**config.mk**
```make
export PLATFORM = sky130hd
export DESIGN_NAME = fp64_class_decode
export DESIGN_NICKNAME = d
export VERILOG_FILES = /design/src/rtl/fp64_class_pkg.sv /design/src/rtl/fp64_class_decode.sv
export SDC_FILE = /design/constraint.sdc
export NUM_CORES = 1
export LEC_CHECK = 0
export BUFFER_PORTS_ARGS = -buffer_cell sky130_fd_sc_hd__buf_2
export CORE_AREA = 2 2 39 41
export DETAILED_ROUTE_END_ITERATION = 16
export DIE_AREA = 0 0 41 43
export PLACE_DENSITY = 0.82
export SLEW_MARGIN = 25
export SYNTH_ARGS = -nofsm -noshare
export SYNTH_HDL_FRONTEND = slang
export SYNTH_SLANG_ARGS = --single-unit
export TNS_END_PERCENT = 30
```
**constraint.sdc**
```tcl
create_clock -name vclk -period 1.65
set_input_delay 0.165 -clock vclk [all_inputs]
set_output_delay 0.165 -clock vclk [all_outputs]
set_load 0.05 [all_outputs]
```
**src/rtl/fp64_class_pkg.sv**
```systemverilog
package fp64_class_pkg;
    localparam int EXP_W  = 11;
    localparam int FRAC_W = 52;
    localparam int OPND_W = 1 + EXP_W + FRAC_W;
    localparam int CAT_N  = 8;
    localparam int RESV_W = 4;

    // category positions inside the select byte
    localparam int CAT_QNAN = 0;
    localparam int CAT_PZER = 1;
    localparam int CAT_NZER = 2;
    localparam int CAT_PINF = 3;
    localparam int CAT_NINF = 4;
    localparam int CAT_DENM = 5;
    localparam int CAT_FNEG = 6;
    localparam int CAT_SNAN = 7;

    typedef enum logic [0:0] {
        ST_EMPTY = 1'b0,
        ST_FULL  = 1'b1
    } stage_state_t;
endpackage

```
**src/rtl/fp64_class_decode.sv**
```systemverilog
module fp64_class_decode
    import fp64_class_pkg::*;
(
    input  logic [OPND_W-1:0] value,
    output logic [CAT_N-1:0]  cat_hit
);
    logic              sgn;
    logic [EXP_W-1:0]  expo;
    logic [FRAC_W-1:0] frac;
    logic              exp_ones, exp_zero, frac_zero;

    always_comb begin
        sgn       = value[OPND_W-1];
        expo      = value[OPND_W-2 -: EXP_W];
        frac      = value[FRAC_W-1:0];
        exp_ones  = &expo;
        exp_zero  = ~|expo;
        frac_zero = ~|frac;

        cat_hit           = '0;
        cat_hit[CAT_QNAN] = exp_ones & frac[FRAC_W-1];
        cat_hit[CAT_SNAN] = exp_ones & ~frac[FRAC_W-1] & (|frac[FRAC_W-2:0]);
        cat_hit[CAT_PZER] = exp_zero & frac_zero & ~sgn;
        cat_hit[CAT_NZER] = exp_zero & frac_zero & sgn;
        cat_hit[CAT_PINF] = exp_ones & frac_zero & ~sgn;
        cat_hit[CAT_NINF] = exp_ones & frac_zero & sgn;
        cat_hit[CAT_DENM] = exp_zero & ~frac_zero;
        cat_hit[CAT_FNEG] = sgn & ~exp_ones;
    end
endmodule

```
==> summary.txt, run 1 <==
Slew margin rel.: 77.5%
Buffers on Ports: 72
Fmax: 669 MHz
Routed wire length: 1280 um
CP top delay family: simple AND/OR/NAND/NOR gates
Avg Vias per Cell: 4.86
Worst Setup Slack, final: 0.155 ns
Clock power share: 0%
Core ar.: 1380 um2
Final period util: 90.6%
Fraction of layout cells with a size suffix above 1: 71.3%
Switching Share: 40.5%
Pre-CTS WS: 0.102 ns
Reg area: 0 um2
Cell accounting for the most synthesized area: nor4_2
Worst hold-check path type: in2out
Post-Syn Area: 304 um2
GPL Wtd Cong: 0.644
P_sw: 42.9 uW
CP max stage delay: 0.26 ns
DR WL/cell: 9.79 um
Comb pwr share: 100.0%
Vias in the first global route: 560
IO Pins: 72
Crit-path cells: buf_2 > nor4_1 > and4_1 > nor4b_2 > a21boi_1 > buf_2
Internal power: 63.1 uW
Largest cells by area after synthesis: nor4_2, nor4_1, nand4_1
Critical Path Start: value[2]
Final #Nets: 181
Minimum clock period: 1.50 ns
Worst setup SP type: primary input
Arrival time worst endpoint: 1.33 ns
Detailed-route via count: 637
Cells after DPL: 131
# DRC: 0
# diodes: 0
Post-synth cell types: 15
Mean Syn Cell Area: 7.07 um2
Multi-input gate area: 313 um2
CP max stage cell: and4_1
Layout clock buffers: 0
Gate Count Post-Synth: 43
Max Slew Vio Count: 0
Dpl hpwl: 1250 um
Fin area: 702 um2
Instance count on the critical path: 6
Worst vdd ir: 0.0913 mV
Die Area: 1760 um2
FFs & Latches: 0
Worst setup path endpoint: cat_hit[5]
Final setup vio count: 0
CP max FO: 3
Postcts setup bufs: 0
GRT Total Usage: 14.8%
Final hold viol count: 0
Critical path class: in2out
Slew @ Worst Pin: 0.335 ns
Drt pass-1 iters: 1
Max-cap violations: 0
Die Wd: 41 um
Initial drt markers: 0
Leak Pwr: 0.350 nW
Final Non-Filler Cells: 131
Fill count: 145
Outcome: finished, final reports clean
Top-count cell post-synth: nor4_1
Area post-placement: 691 um2
Std-Cell Rows: 14
PwrDens: 151 nW/um2
Die height: 43 um
Buf/Inv on CP: 2
Antenna violations before repair: 0
Sequential fraction of the synthesis area: 0%
Tot Pwr: 106 uW
First-pass GRT wire length: 1990 um
Final ANT Viol Nets: 0
Capturing element type of the critical path: output port
Post-synth top cells: nor4_1, nor4_2, nand4_1, nor3_1
Initial core utilization: 22.0%
Hold path depth: 3
Top cell by count, worst path: buf_2
Syn_nets: 107
Post-synth top area share: 28.8%
WP data required: 1.48 ns
RSZ-0062 raised after global routing: yes
Gr ovfl total: 0
Largest net degree at the start of global routing: 5
Reg power frac: 0%
YS warnings: 0
Layout Area Growth over Synthesis: 131%
TNS Setup: 0 ns
==> placed cells by master (no fill, tap or decap) <==
cell       n
nor2_1     2
nor4_2     9
a21boi_1   1
nor3_1     5
buf_2     70
nor3b_1    1
and3_1     3
nand2_1    2
nor4_1     6
nor4b_2    1
nand4_1    5
and4_1     1
and2_1     2
nor2b_1    1
inv_1      1
clkbuf_4   2
nand3_1    3
==> logic make-up after synthesis <==
group,count (synthesis),share of synthesized area (%)
AND/OR/NAND/NOR,41,96.3
buffers and inverters,1,1.23
AO/OA/AOI/OAI,1,2.47
==> area by class of cell <==
class                      count  area share, %
timing repair buffer          72           52.0
multi-input combinational     42           44.6
tap                           16           2.85
inverter                       1          0.535
==> worst min-delay path, cell delays in order <==
cell	delay, ns
buf_2	0.09
nor3b_1	0.05
buf_2	0.20
==> worst min path at each step <==
stage / startpoint / to / slack (ns)
6_report: value[51] / cat_hit[7] / 0.67
5_1_grt: value[51] / cat_hit[7] / 0.68
4_1_cts: value[51] / cat_hit[7] / 0.67
3_5_place_dp: value[51] / cat_hit[7] / 0.67
3_3_place_gp: value[51] / cat_hit[7] / 0.66
2_1_floorplan: value[51] / cat_hit[7] / 0.51
==> metal layers <==
metal,track usage (%),up-vias,wire length [um]
li1,-,330,-
met1,16.1,280,471
met2,30.0,27,714
met3,0.524,0,97
met4,0,0,0
met5,0,-,0
==> power groups by stage <==
| stage | clock network [mW] | registers (mW) | logic [mW] |
|---|---|---|---|
| after floorplan | 0 | 0 | 0.0195 |
| after global placement | 0 | 0 | 0.103 |
| after detailed placement | 0 | 0 | 0.106 |
| after CTS | 0 | 0 | 0.106 |
| after global routing | 0 | 0 | 0.117 |
| final | 0 | 0 | 0.106 |
==> timing repair <==
item / 4_1_cts / 5_1_grt
endpoints found under the setup margin: 0 / 4
resized for setup: 0 / 3
hold buffers: 0 / 0
==> stage by stage <==
step	hold WS (ns)	util [%]
after CTS	0.670	49.9
after floorplan	0.508	-
after global placement	0.665	49.9
after detailed placement	0.668	49.9
final	0.670	50.7
after global routing	0.681	50.7
(Power assumes the default switching activity.)
==> inputs of run 2 (changes only) <==
- PLACE_DENSITY: 0.82 -> 0.81
==> run 2 against run 1 <==
First-iteration DRC count increased by 2. Combinational power increased by 5%. Non-clock buffer count unchanged. Critical path depth unchanged. Core utilization increased by 1.9 points. Setup slack got worse by 0.017 ns. Clock-buffer cell count unchanged. Hold slack got worse by 0.0023 ns. Flip-flop and latch count unchanged. Global-route usage increased by 1.0 points. Routed wire length increased by 9.0%. Sequential share of layout area unchanged.
==> summary.txt, run 2 (same netlist as run 1, synthesis figures left out) <==
Drt pass-1 iters: 4
Capturing element type of the critical path: output port
Worst Hold Slack: 0.667 ns
Layer with the highest usage: met2
TNS Setup: 0 ns
Worst hold path startpoint: value[51]
Layout Area Growth over Synthesis: 140%
Antenna violations before repair: 0
Final ANT Viol Nets: 0
Hold buffers post-CTS: 0
Buffers on Ports: 72
Max Slew Vio Count: 0
Multi-input gate area: 339 um2
Die Wd: 41 um
# DRC: 0
Hold path endpoint: cat_hit[7]
Max-cap violations: 0
Worst Setup Slack, final: 0.137 ns
DR WL/cell: 10.7 um
Slew margin rel.: 82.9%
Fin area: 728 um2
Leak Pwr: 0.371 nW
M1 GR Usage: 18.4%
Worst vdd ir: 0.0828 mV
Arrival time worst endpoint: 1.35 ns
Initial core utilization: 22.0%
Layout clock buffers: 0
Die Area: 1760 um2
Pre-CTS WS: 0.0584 ns
Reg area: 0 um2
FFs & Latches: 0
Hold path depth: 3
Routed wire length: 1400 um
Fmax: 661 MHz
Most common cell after layout, fill and taps aside: buf_2
First-pass GRT wire length: 2100 um
CP max FO: 3
Avg Vias per Cell: 4.95
Outcome: finished, final reports clean
Initial drt markers: 2
Core ar.: 1380 um2
Final setup vio count: 0
Dpl hpwl: 1300 um
# diodes: 0
GR Util met2: 31.3%
Std-Cell Rows: 14
Detailed-route via count: 649
Worst hold-check path type: in2out
Largest net degree at the start of global routing: 5
Fraction of layout cells with a size suffix above 1: 73.9%
GPL Wtd Cong: 0.667
Critical path class: in2out
Final hold viol count: 0
PwrDens: 152 nW/um2
Fin util: 52.6%
Fill count: 144
Final period util: 91.7%
Minimum clock period: 1.51 ns
GRT Total Usage: 15.8%
RSZ-0062 raised after global routing: no
WP data required: 1.48 ns
Final #Nets: 181
Most frequent cells in the layout: buf_2, nor4_2, nand4_1, nor3_1, nor4_1
Vias in the first global route: 571
Area post-placement: 691 um2
Met3 Use GR: 0%
IO Pins: 72
Die height: 43 um
Gr ovfl total: 0
Worst setup SP type: primary input
Slew @ Worst Pin: 0.255 ns
run 2: final cells by class:
| cell class | count | share of cell area (%) |
|---|---|---|
| Timing Repair Buffer | 72 | 50.2 |
| Inverter | 1 | 0.515 |
| Tap cell | 16 | 2.75 |
| Multi-Input combinational cell | 42 | 46.6 |
run 2: through the flow:
step	std cells	total power [mW]
after global routing	131	0.122
after detailed placement	131	0.106
after floorplan	43	0.0195
final	131	0.111
after global placement	131	0.103
after CTS	131	0.106
run 2: power breakdown:
group          switching (mW)  leakage, nW  internal (mW)  total, mW
Combinational          0.0470        0.371         0.0639      0.111
Clock                       0            0              0          0
Sequential                  0            0              0          0
run 2: per-layer routing:
metal,routed length (um),vias up,part of all wire [%]
met2,814,32,58
met1,461,284,33
li1,-,331,-
met5,0,-,0
met3,106,2,7.6
met4,15,0,1.1
run 2: worst max path at each step:
stage | from | endpoint | slack (ns) | cells past startpoint
after CTS | value[2] | cat_hit[5] | 0.07 | 6
after global routing | value[2] | cat_hit[1] | 0.01 | 6
after global placement | value[29] | cat_hit[5] | 0.13 | 6
final | value[2] | cat_hit[3] | 0.14 | 6
after detailed placement | value[29] | cat_hit[5] | 0.06 | 6
after floorplan | value[29] | cat_hit[1] | -0.32 | 4
run 2: critical path: stages:
cell      delay [ns]
buf_2           0.10
nor4_2          0.26
and4_1          0.27
nand4_1         0.13
nor3_1          0.16
clkbuf_4        0.26
run 2: what timing repair did:
action,4_1_cts,5_1_grt
endpoints found under the setup margin,0,6
gates resized for setup,0,8
setup buffers,0,0
==> inputs of run 3 (changes only) <==
- REMOVE_ABC_BUFFERS: not set -> 1
==> run 3 against run 2 <==
Via count grew 1.7%. Hold slack worse by 0.0014 ns. Design area down 4.1%. Critical endpoint is now cat_hit[5]. Sequential share of layout area did not move. Clock-buffer cell count unchanged.
==> summary.txt, run 3 (same netlist as run 1, synthesis figures left out) <==
Std-Cell Rows: 14
Fraction of layout cells with a size suffix above 1: 69.6%
Slew margin rel.: 77.6%
DR WL/cell: 10.9 um
Arrival time worst endpoint: 1.39 ns
CP max stage delay: 0.32 ns
Instance count on the critical path: 6
Tot Pwr: 107 uW
Routed wire length: 1430 um
Worst vdd ir: 0.0859 mV
Most frequent cells in the layout: buf_2, nor4_1, nor4_2, nor3_1, nand4_1
Die Area: 1760 um2
Die height: 43 um
Gr ovfl total: 0
# diodes: 0
Worst setup SP type: primary input
Worst hold-check path type: in2out
CP max FO: 2
Layout clock buffers: 0
Clock power share: 0%
Largest net degree at the start of global routing: 5
Initial core utilization: 22.0%
Max Slew Vio Count: 0
Core ar.: 1380 um2
Fmax: 645 MHz
GPL Wtd Cong: 0.689
Leak Pwr: 0.370 nW
Capturing element type of the critical path: output port
Worst hold path startpoint: value[51]
RSZ-0062 raised after global routing: yes
Minimum clock period: 1.55 ns
Detailed-route via count: 660
Final period util: 94.0%
GRT Total Usage: 15.7%
Reg power frac: 0%
IO Pins: 72
CP max stage cell: nor4_1
Die Wd: 41 um
Postcts setup bufs: 0
Crit-path cells: buf_2 > nor4_1 > nand4_1 > nor4b_4 > a21boi_1 > buf_2
Final ANT Viol Nets: 0
Internal power: 62.7 uW
Buf/Inv on CP: 2
Final setup vio count: 0
Top cell by count, worst path: buf_2
Final hold viol count: 0
WP data required: 1.48 ns
Buffers on Ports: 72
Reg area: 0 um2
CP top delay family: simple AND/OR/NAND/NOR gates
Switching Share: 41.1%
Initial drt markers: 4
Worst setup path endpoint: cat_hit[5]
P_sw: 43.8 uW
PwrDens: 153 nW/um2
Final #Nets: 181
Post-CTS sizing: 0
Drt pass-1 iters: 4
Antenna violations before repair: 0
Most common cell after layout, fill and taps aside: buf_2
Critical Path Start: value[29]
First-pass GRT wire length: 1990 um
Vias in the first global route: 549
Max-cap violations: 0
Avg Vias per Cell: 5.04
Slew @ Worst Pin: 0.334 ns
TNS Setup: 0 ns
Hold buffers post-CTS: 0
Layout Area Growth over Synthesis: 130%
Comb pwr share: 100.0%
FFs & Latches: 0
# DRC: 0
Critical path class: in2out
Outcome: finished, final reports clean
## run 3: cell counts in the layout (fill, tap and decap cells not counted)
No cell type changed its count.
## run 3: area by class of cell
type	instances	area (um2)
repair buffers	72	365
inverters	1	3.75
fillers	145	686
multi-input cells	42	309
well taps	16	20.0
## run 3: stage by stage
stage | instance area [um2] | hold WS, ns | std cells | utilization [%] | setup WS [ns]
final | 698 | 0.666 | 131 | 50.5 | 0.0985
after global routing | 698 | 0.670 | 131 | 50.5 | -0.0193
after CTS | 684 | 0.665 | 131 | 49.5 | 0.0858
after detailed placement | 684 | 0.663 | 131 | 49.5 | 0.0880
after global placement | 684 | 0.657 | 131 | 49.5 | 0.124
after floorplan | 304 | 0.508 | 43 | - | -0.332
## run 3: worst min path at each step
stage,end,cells past startpoint
final,cat_hit[7],3
after global routing,cat_hit[7],3
after CTS,cat_hit[7],3
after detailed placement,cat_hit[7],3
after global placement,cat_hit[7],3
after floorplan,cat_hit[7],1
## run 3: routing by layer
| layer | wire [um] | up-vias | global-route usage [%] |
|---|---|---|---|
| li1 | - | 330 | - |
| met1 | 520 | 284 | 16.1 |
| met2 | 762 | 44 | 32.2 |
| met3 | 130 | 2 | 0.524 |
| met4 | 15 | 0 | 1.33 |
| met5 | 0 | - | 0 |
## run 3: power by group through the flow
stage	clock network [mW]	registers (mW)	logic, mW
after CTS	0	0	0.107
after global placement	0	0	0.102
after global routing	0	0	0.118
after floorplan	0	0	0.0189
final	0	0	0.107
after detailed placement	0	0	0.107
